===== config.mk =====
export PLATFORM = sky130hd
export DESIGN_NAME = cmp_timer_frame
export DESIGN_NICKNAME = d
export VERILOG_FILES = /design/src/rtl/cmp_timer_frame.sv
export SDC_FILE = /design/constraint.sdc
export NUM_CORES = 1
export LEC_CHECK = 0
export ABC_AREA = 1
export ABC_CLOCK_PERIOD_IN_PS = 5400
export CORE_UTILIZATION = 50
export CTS_CLUSTER_SIZE = 16
export DETAILED_ROUTE_END_ITERATION = 10
export HOLD_SLACK_MARGIN = 0.15
export PLACE_DENSITY = 0.69
export SETUP_SLACK_MARGIN = 0.15
export SKIP_LAST_GASP = 1
export SYNTH_ARGS = -nofsm -noshare
export SYNTH_HDL_FRONTEND = slang
export SYNTH_SLANG_ARGS = --single-unit
export TNS_END_PERCENT = 30

===== constraint.sdc =====
create_clock -name clk -period 5.4 [get_ports clk]
set_input_delay 0.54 -clock clk [delete_from_list [all_inputs] [get_ports clk]]
set_output_delay 0.54 -clock clk [all_outputs]
set_load 0.05 [all_outputs]

===== src/rtl/cmp_timer_frame.sv =====
module cmp_timer_frame #(
  parameter int          ADDR_W   = 8,
  parameter logic [31:0] FREQ_RST = 32'd125_000_000
) (
  input  logic              clk,
  input  logic              rst_n,
  input  logic [63:0]       count_i,
  input  logic              wr_en,
  input  logic [ADDR_W-1:0] addr,
  input  logic [31:0]       wdata,
  output logic [31:0]       rdata,
  output logic              irq_o
);
  localparam logic [ADDR_W-1:0] A_CNT_LO = ADDR_W'(8'h00);
  localparam logic [ADDR_W-1:0] A_CNT_HI = ADDR_W'(8'h04);
  localparam logic [ADDR_W-1:0] A_FREQ   = ADDR_W'(8'h10);
  localparam logic [ADDR_W-1:0] A_CMP_LO = ADDR_W'(8'h20);
  localparam logic [ADDR_W-1:0] A_CMP_HI = ADDR_W'(8'h24);
  localparam logic [ADDR_W-1:0] A_DELTA  = ADDR_W'(8'h28);
  localparam logic [ADDR_W-1:0] A_CTL    = ADDR_W'(8'h2C);
  localparam logic [ADDR_W-1:0] A_PER_LO = ADDR_W'(8'h40);
  localparam logic [ADDR_W-1:0] A_PER_HI = ADDR_W'(8'h44);
  localparam logic [ADDR_W-1:0] A_IVL    = ADDR_W'(8'h48);
  localparam logic [ADDR_W-1:0] A_PCTL   = ADDR_W'(8'h4C);

  logic        run_q, mask_q, per_on_q, per_pend_q;
  logic [31:0] freq_q, ivl_q;
  logic [63:0] cmp_q, tgt_q;

  logic wr_ctl, wr_freq, wr_cmp_lo, wr_cmp_hi, wr_delta, wr_ivl, wr_pctl;
  assign wr_ctl    = wr_en && addr == A_CTL;
  assign wr_freq   = wr_en && addr == A_FREQ;
  assign wr_cmp_lo = wr_en && addr == A_CMP_LO;
  assign wr_cmp_hi = wr_en && addr == A_CMP_HI;
  assign wr_delta  = wr_en && addr == A_DELTA;
  assign wr_ivl    = wr_en && addr == A_IVL;
  assign wr_pctl   = wr_en && addr == A_PCTL;

  logic cmp_met, per_hit, status;
  assign cmp_met = count_i >= cmp_q;
  assign per_hit = per_on_q && (count_i >= tgt_q);
  assign status  = run_q && (per_on_q ? per_pend_q : cmp_met);
  assign irq_o   = status && !mask_q;

  logic [63:0] ivl_ext, delta_ext;
  assign ivl_ext   = {32'b0, ivl_q};
  assign delta_ext = {{32{wdata[31]}}, wdata};

  always_ff @(posedge clk or negedge rst_n) begin
    if (!rst_n) begin
      run_q      <= 1'b0;
      mask_q     <= 1'b0;
      per_on_q   <= 1'b0;
      per_pend_q <= 1'b0;
      freq_q     <= FREQ_RST;
      ivl_q      <= '0;
      cmp_q      <= '0;
      tgt_q      <= '0;
    end else begin
      if (wr_freq)   freq_q        <= wdata;
      if (wr_ctl)    {mask_q, run_q} <= wdata[1:0];
      if (wr_cmp_lo) cmp_q[31:0]   <= wdata;
      if (wr_cmp_hi) cmp_q[63:32]  <= wdata;
      if (wr_delta)  cmp_q         <= count_i + delta_ext;
      if (wr_ivl)    ivl_q         <= wdata;
      if (wr_pctl) begin
        per_on_q <= wdata[0];
        if (wdata[0] && !per_on_q) tgt_q <= count_i + ivl_ext;
        if (!wdata[1] || (wdata[0] && !per_on_q)) per_pend_q <= 1'b0;
      end
      if (per_hit) begin
        per_pend_q <= 1'b1;
        tgt_q      <= tgt_q + ivl_ext;
      end
    end
  end

  always_comb begin
    case (addr)
      A_CNT_LO: rdata = count_i[31:0];
      A_CNT_HI: rdata = count_i[63:32];
      A_FREQ:   rdata = freq_q;
      A_CMP_LO: rdata = cmp_q[31:0];
      A_CMP_HI: rdata = cmp_q[63:32];
      A_DELTA:  rdata = cmp_q[31:0] - count_i[31:0];
      A_CTL:    rdata = {29'b0, status, mask_q, run_q};
      A_PER_LO: rdata = tgt_q[31:0];
      A_PER_HI: rdata = tgt_q[63:32];
      A_IVL:    rdata = ivl_q;
      A_PCTL:   rdata = {30'b0, per_pend_q, per_on_q};
      default:  rdata = '0;
    endcase
  end

  a_r5_irq_gated: assert property (@(posedge clk) disable iff (!rst_n)
    irq_o |-> (run_q && !mask_q));

  a_r4_no_early_fire: assert property (@(posedge clk) disable iff (!rst_n)
    (run_q && !per_on_q && count_i < cmp_q) |-> !irq_o);

  a_r8_arm_load: assert property (@(posedge clk) disable iff (!rst_n)
    (wr_pctl && wdata[0] && !per_on_q) |=>
      (per_on_q && !per_pend_q && tgt_q == $past(count_i) + $past(ivl_ext)));

  a_r9_hit_advance: assert property (@(posedge clk) disable iff (!rst_n)
    per_hit |=> (per_pend_q && tgt_q == $past(tgt_q) + $past(ivl_ext)));

  a_r10_ack_clears: assert property (@(posedge clk) disable iff (!rst_n)
    (wr_pctl && !wdata[1] && !per_hit) |=> !per_pend_q);
endmodule


==> metrics.md, run 1 <==
| Metric | Value |
|---|---|
| Synth Area in Adders | `14.93%` |
| Most frequent CP cell | `nand2_1` |
| Simple-Gate Fraction of Synth Area | `around 28%` |
| Slew Viols, Final | `0` |
| RSZ-0062 raised after global routing | `no` |
| Largest net degree at the start of global routing | `between 90 and 100` |
| Top cells by count, synth | `nand2_1, inv_1, nor2_1` |
| Power density over the cells | `337.3 nW/um^2` |
| Clock tree buffer depth | `2` |
| Clock sink count | `196` |
| Critical path origin | `count_i[3]` |
| Number of nets in the layout | `3,936` |
| Wire per inst | `24.94 um` |
| Top routing layer in use | `met5` |
| Total power | `around 8.5 mW` |
| Share of cells above drive strength 1 | `8.731%` |
| Main synth FF type | `dfrtp_1` |
| Slowest CP cell | `clkdlybuf4s50_1` |
| Post-synth ARST share | `100.0%` |
| Setup WS pre-CTS | `-183.4 ps` |
| Global route total overflow | `0` |
| Largest stage delay on the critical path | `650 ps` |
| Gpl congestion | `1.096` |
| Total die area | `44,230 um^2` |
| EDFF count, synth | `0` |
| Post-Synth XOR/XNOR Area | `1.897%` |
| Non-Filler Instances | `4,163` |
| Min Tclk post-route | `between 5000 and 6000 ps` |
| Total CTS buffers | `17` |
| Antenna viol nets, final | `0` |
| Die span in x | `210.3 um` |
| GRT Total Usage | `between 40% and 50%` |
| Multiplexer area fraction after synthesis | `0%` |
| Max-slew headroom | `33.95%` |
| Fin crit share | `95.13%` |
| Highest clock rate | `0.1947 GHz` |
| Clock Pin Slew Worst Setup and Hold Paths | `80 ps` |
| Metal-1 WL | `40.67 mm` |
| Post-DP Area | `24,470 um^2` |
| Met2 WL | `42.40 mm` |
| Htree depth | `4` |
| Number of unique standard cell types used by synthesis | `53` |
| Area Growth Syn to Fin | `16.07%` |
| Post-synth top area cell | `dfrtp_1` |
| Syn nets | `3,726` |
| Worst Hold Class | `reg -> reg` |
| Dpl hpwl | `85.37 mm` |
| Vias in the first global route | `24,640` |
| Starting DRT DRC Count | `3,596` |
| Most common cell in the netlist | `nand2_1` |
| Critical Path, Cell by Cell | `clkdlybuf4s50_1 > buf_4 > inv_1 > ha_1 > nand2_1 > inv_1 > o21ai_0 > a21oi_1 > nor4_1 > buf_4 > o211ai_1 > nand2_1 > nand2_1 > nand2_1 > nand3_1 > nand2_1 > nand2_1 > nand2_1 > nand2_1 > nand2_1 > o21ai_0 > buf_12` |
| Setup TNS | `0 ps` |
| Post-route setup slack | `between 200 and 300 ps` |
| First-pass GRT wire length | `151.9 mm` |
| Leak | `12.23 nW` |
| Register area share after synthesis | `22.68%` |
| Ranking of synthesized cells by area | `dfrtp_1, ha_1, nand2_1` |
| FF-to-FF Start | `tgt_q[47]$_DFFE_PN0P_` |
| Clock Latency Late Sink | `500 ps` |
| Crit end category | `output port` |
| Cell count after placement | `around 4,100` |
| Core Util, Final | `59.37%` |
| Port Buffer Count | `139` |
| Worst Path Arrival | `4600 ps` |
| CP Class | `in -> out` |
| Die height | `210.3 um` |
| Max-cap viol count | `0` |
| Worst EP required | `4860 ps` |
| Initial antenna violation count | `7` |
| Wire length on met3 | `around 15 mm` |
| Hold Startpoint | `freq_q[2]$_DFFE_PN0P_` |
| Fillcell total | `4,079` |
| I/O pin count | `140` |
| Core area | `roughly 42,000 um^2` |
| Worst Tran Pin Value | `987.1 ps` |
| Largest family of logic cells by synthesized area | `simple AND/OR/NAND/NOR gates` |
| Starting Density | `between 50% and 60%` |
| Final WL | `around 100 mm` |
| DRT Pass-1 Iters | `7` |
| Root Buffer | `clkbuf_16` |
| Area fraction in compound gates after synthesis | `22.98%` |
| DRC | `0` |
| Final Cell Area | `25,180 um^2` |
| Routed vias | `26,030` |
| FF+latch count, synth | `196` |
| Cells after synthesis | `~3,400` |
| Average size of a mapped cell | `6.453 um^2` |
| Final Hold Viols | `0` |
| Kind of start point of the critical path | `input port` |
| VDD IR-drop max | `0.0005751 V` |
| WHS | `around 500 ps` |
| Row cnt | `75` |
| Setup Viol. Count Final | `0` |
| CTS tree | `built` |
| Clock skew | `between 10 and 15 ps` |
| Vias per cell | `6.253` |
| Status | `complete, no violations` |
| Crit-path max FO | `6` |
| Post-Syn Area | `21,690 um^2` |
| Count of warnings emitted by yosys | `0` |
| Share of the synthesized area in the top cell type | `21.11%` |
## per-layer routing
layer	GRT usage (%)	vias up
met2	68.63	1789
met1	61.65	12090
li1	-	11780
met3	15.18	364
met5	0	-
met4	24.52	6
## critical path: cells and delay by family
kind            cells  cell delay, ps
simple gates       11            1330
fa+ha+maj           1             370
compound gates      4             940
buf+inv             6            1390
## flip-flops by register name, summed over array words and instances (netlist names)
register / count
tgt_q: 64
ivl_q: 32
mask_q: 1
per_pend_q: 1
per_on_q: 1
run_q: 1
freq_q: 32
cmp_q: 64
## what timing repair did
action / CTS / global route
endpoints found under the setup margin: 0 / 38
buffers inserted: 0 / 3
endpoints found under the hold margin: 7 / 0
hold buffers: 1 / 0
resized for setup: 0 / 30
## layout make-up
class                   instances  area [um^2]  area share (%)
flip-flops and latches        196         4923           19.55
inverters                     477         1798           7.140
diodes                          1        2.502        0.009937
well taps                     577        721.9           2.867
multi-input cells            2600        14710           58.43
repair buffers                280         2426           9.634
clock buffers                  21        450.4           1.789
clock inverters                11        146.4          0.5813
## worst paths after layout
kind / end / slack (ps) / cells after the start
worst max register to register: tgt_q[27]$_DFFE_PN0P_ / 450 / 23
worst min-delay path: freq_q[2]$_DFFE_PN0P_ / 490 / 2
max in group asynchronous: tgt_q[59]$_DFFE_PN0P_ / 3370 / 3
worst max-delay path: rdata[2] / 260 / 22
min in group asynchronous: run_q$_DFFE_PN0P_ / 660 / 2
worst min register to register: freq_q[2]$_DFFE_PN0P_ / 490 / 2
## cells in the final DEF, fill, tap and decap left out, types with 75 or more instances in the layout
master and n:
o21ai_0 277, inv_1 465, nand3_1 199, nand2_1 804, a31oi_1 75, a21oi_1 273, buf_4 168, dfrtp_1 181
clkdlybuf4s50_1 106, ha_1 252, nor2_1 285
## cell families (layout without fill, tap and decap cells)
kind of cell / Yosys count / in the layout
DFF: 196 / 196
other: 0 / 1
AOI/OAI and AO/OA: 863 / 863
adders and majority gates: 257 / 257
xor gates and xnor gates: 47 / 47
buffers and inverters: 566 / 789
and+or+nand+nor: 1433 / 1433
## report_power, final
group / internal [mW] / switching [mW] / leakage [nW] / total, mW
Clock: 0.706 / 0.657 / 0.283 / 1.36
Sequential: 1.80 / 0.293 / 2.48 / 2.09
Combinational: 1.62 / 3.42 / 9.46 / 5.04
Note: power is estimated with default switching activity, not from simulation.
==> run 2, diff against run 1 <==
--- a/config.mk
+++ b/config.mk
@@ -11,7 +11,7 @@
 export CTS_CLUSTER_SIZE = 16
 export DETAILED_ROUTE_END_ITERATION = 10
 export HOLD_SLACK_MARGIN = 0.15
-export PLACE_DENSITY = 0.69
+export PLACE_DENSITY_LB_ADDON = 0.1
 export SETUP_SLACK_MARGIN = 0.15
 export SKIP_LAST_GASP = 1
 export SYNTH_ARGS = -nofsm -noshare
==> run 2 against run 1 <==
Net effect:
- wire length grew 0.43%
- clock power barely moved
- design area is 0.16% lower
- global-route usage grew 0.087 points
- sequential share of layout area about the same
- critical path depth decreased by 5
- via count rose by 0.25%
- combinational power hardly changed
- flip-flop and latch count is the same
- power is 0.26% lower
- largest cell class unchanged
- highest routed layer unchanged
==> metrics.md, run 2 (synthesis results as in run 1) <==
| Metric | Value |
|---|---|
| Number of nets in the layout | `3,933 (was 3,936)` |
| Root Buffer | `clkbuf_16 (unchanged)` |
| Most frequent cells in the layout | `nand2_1, inv_1, nor2_1 (unchanged)` |
| Global route total overflow | `0 (unchanged)` |
| Clock skew | `17.40 ps (was 12.33 ps)` |
| Crit end category | `output port (unchanged)` |
| First-pass GRT wire length | `152.5 mm (was 151.9 mm)` |
| Total power | `8.473 mW (was 8.495 mW)` |
| Status | `complete, no violations (unchanged)` |
| Gpl congestion | `1.116 (was 1.096)` |
| Row cnt | `75 (unchanged)` |
| Core area | `42,420 um^2 (unchanged)` |
| Area Growth Syn to Fin | `15.89% (was 16.07%)` |
| Met2 global-route usage | `68.52% (was 68.63%)` |
| Vias per cell | `6.274 (was 6.253)` |
| VDD IR-drop max | `0.0004013 V (was 0.0005751 V)` |
| Setup TNS | `0 ps (unchanged)` |
| Clock tree buffer depth | `2 (unchanged)` |
| Htree depth | `4 (unchanged)` |
| WHS | `495.8 ps (was 494.2 ps)` |
| Setup WS pre-CTS | `-81.18 ps (was -183.4 ps)` |
| DRT Pass-1 Iters | `7 (unchanged)` |
| Global route hottest layer | `met2 (unchanged)` |
| Highest clock rate | `0.1889 GHz (was 0.1947 GHz)` |
| GRT met3 Usage | `18.33% (was 15.18%)` |
| Worst Tran Pin Value | `1228 ps (was 987.1 ps)` |
| Worst Path Arrival | `4750 ps (was 4600 ps)` |
| Routed vias | `26,100 (was 26,030)` |
| Max-slew headroom | `17.82% (was 33.95%)` |
| Slew Viols, Final | `0 (unchanged)` |
| RSZ-0062 raised after global routing | `yes (was no)` |
| Die height | `210.3 um (unchanged)` |
| Biggest regs | `cmp_q (64), tgt_q (64) (unchanged)` |
| Total CTS buffers | `17 (unchanged)` |
| Most common cell after layout, fill and taps aside | `nand2_1 (unchanged)` |
| GRT Total Usage | `47.09% (was 47.01%)` |
| Starting DRT DRC Count | `3,754 (was 3,596)` |
| Leak | `12.22 nW (was 12.23 nW)` |
| Cell count after placement | `4,122 (was 4,126)` |
| Crit-path max FO | `3 (was 6)` |
| Starting Density | `51.15% (unchanged)` |
| Final Hold Viols | `0 (unchanged)` |
| Largest net degree at the start of global routing | `129 (was 97)` |
| Setup Viol. Count Final | `0 (unchanged)` |
| Wire per inst | `25.06 um (was 24.94 um)` |
| Initial antenna violation count | `2 (was 7)` |
| CP Class | `in -> out (unchanged)` |
| Met1 usage | `60.07% (was 61.65%)` |
| DRC | `0 (unchanged)` |
| Max-cap viol count | `0 (unchanged)` |
| Port Buffer Count | `139 (unchanged)` |
| Share of cells above drive strength 1 | `8.487% (was 8.731%)` |
| Final WL | `104.3 mm (was 103.8 mm)` |
| Non-Filler Instances | `4,160 (was 4,163)` |
| Post-route setup slack | `105.4 ps (was 263.1 ps)` |
| Clock sink count | `196 (unchanged)` |
| Clock Latency Late Sink | `520 ps (was 500 ps)` |
| Antenna viol nets, final | `0 (unchanged)` |
| Kind of start point of the critical path | `input port (unchanged)` |
| Dpl hpwl | `85.25 mm (was 85.37 mm)` |
| Die span in x | `210.3 um (unchanged)` |
| Total die area | `44,230 um^2 (unchanged)` |
| CTS tree | `built (unchanged)` |
| Worst EP required | `4860 ps (about the same)` |
| Fin crit share | `98.05% (was 95.13%)` |
| Clock Pin Slew Worst Setup and Hold Paths | `80 ps (about the same)` |
| Min Tclk post-route | `5295 ps (was 5137 ps)` |
| Power density over the cells | `337.0 nW/um^2 (was 337.3 nW/um^2)` |
| Vias in the first global route | `24,910 (was 24,640)` |
| I/O pin count | `140 (unchanged)` |
| Worst Hold Class | `reg -> reg (unchanged)` |
-- run 2: cell types whose count changed in the layout (fill, tap and decap cells not counted), sizes merged --
cell          delta
clkinvlp         +1
clkinv           +3
dlymetal6s2s     +1
buf              -4
bufinv           -1
clkbuf           -4
inv              +1
-- run 2: final cells by class --
cell class / count / area (um^2)
well taps: 577 / 721.9
flip-flops and latches: 196 / 4921
multi-input cells: 2600 / 14690
fillers: 4146 / 17270
clock inverters: 15 / 172.7
inverters: 477 / 1798
diodes: 1 / 2.502
repair buffers: 277 / 2412
clock buffers: 17 / 425.4
-- run 2: routing by layer --
layer	share of wire (%)	up-vias
li1	-	11770
met1	38	12100
met2	40	1864
met3	15	371
met4	5.6	2
met5	0.13	-
-- run 2: path summary, 6_finish.rpt --
kind	slack, ps	from	end	cells after the start
setup / recovery	110	count_i[0]	rdata[16]	17
hold / removal	500	tgt_q[28]$_DFFE_PN0P_	tgt_q[28]$_DFFE_PN0P_	2
setup reg to reg	120	tgt_q[39]$_DFFE_PN0P_	tgt_q[42]$_DFFE_PN0P_	29
hold reg to reg	500	tgt_q[28]$_DFFE_PN0P_	tgt_q[28]$_DFFE_PN0P_	2
max in group asynchronous	3600	rst_n	cmp_q[26]$_DFFE_PN0P_	3
min in group asynchronous	600	rst_n	ivl_q[6]$_DFFE_PN0P_	2
-- run 2: stage by stage --
stage                     utilization, %  cell area, um^2
final                              59.27            25140
after global placement             57.62            24440
after global routing               59.27            25140
after floorplan                        -            21690
after detailed placement           57.62            24440
after CTS                          59.05            25050
-- run 2: repair_timing --
item,4_1_cts,5_1_grt
buffers inserted,0,4
endpoints found under the setup margin,0,37
resized for setup,0,22
hold buffers,1,0
endpoints found under the hold margin,64,0
-- run 2: power by group --
part / switching, mW / total [mW] / internal [mW]
Sequential: 0.282 / 2.08 / 1.80
Combinational: 3.41 / 5.02 / 1.61
Clock: 0.717 / 1.37 / 0.656
Total: 4.41 / 8.47 / 4.06
-- run 2: critical path: stages --
cell and delay (ps):
clkdlybuf4s50_1 540, buf_4 190, ha_1 150, inv_1 60
fa_1 410, inv_1 70, o21ai_1 110, a21boi_0 630
o21ai_1 280, inv_1 140, o21bai_1 110, or2_2 300
nand3_1 70, o221ai_1 180, a211oi_1 250, o2111ai_1 380
buf_4 340
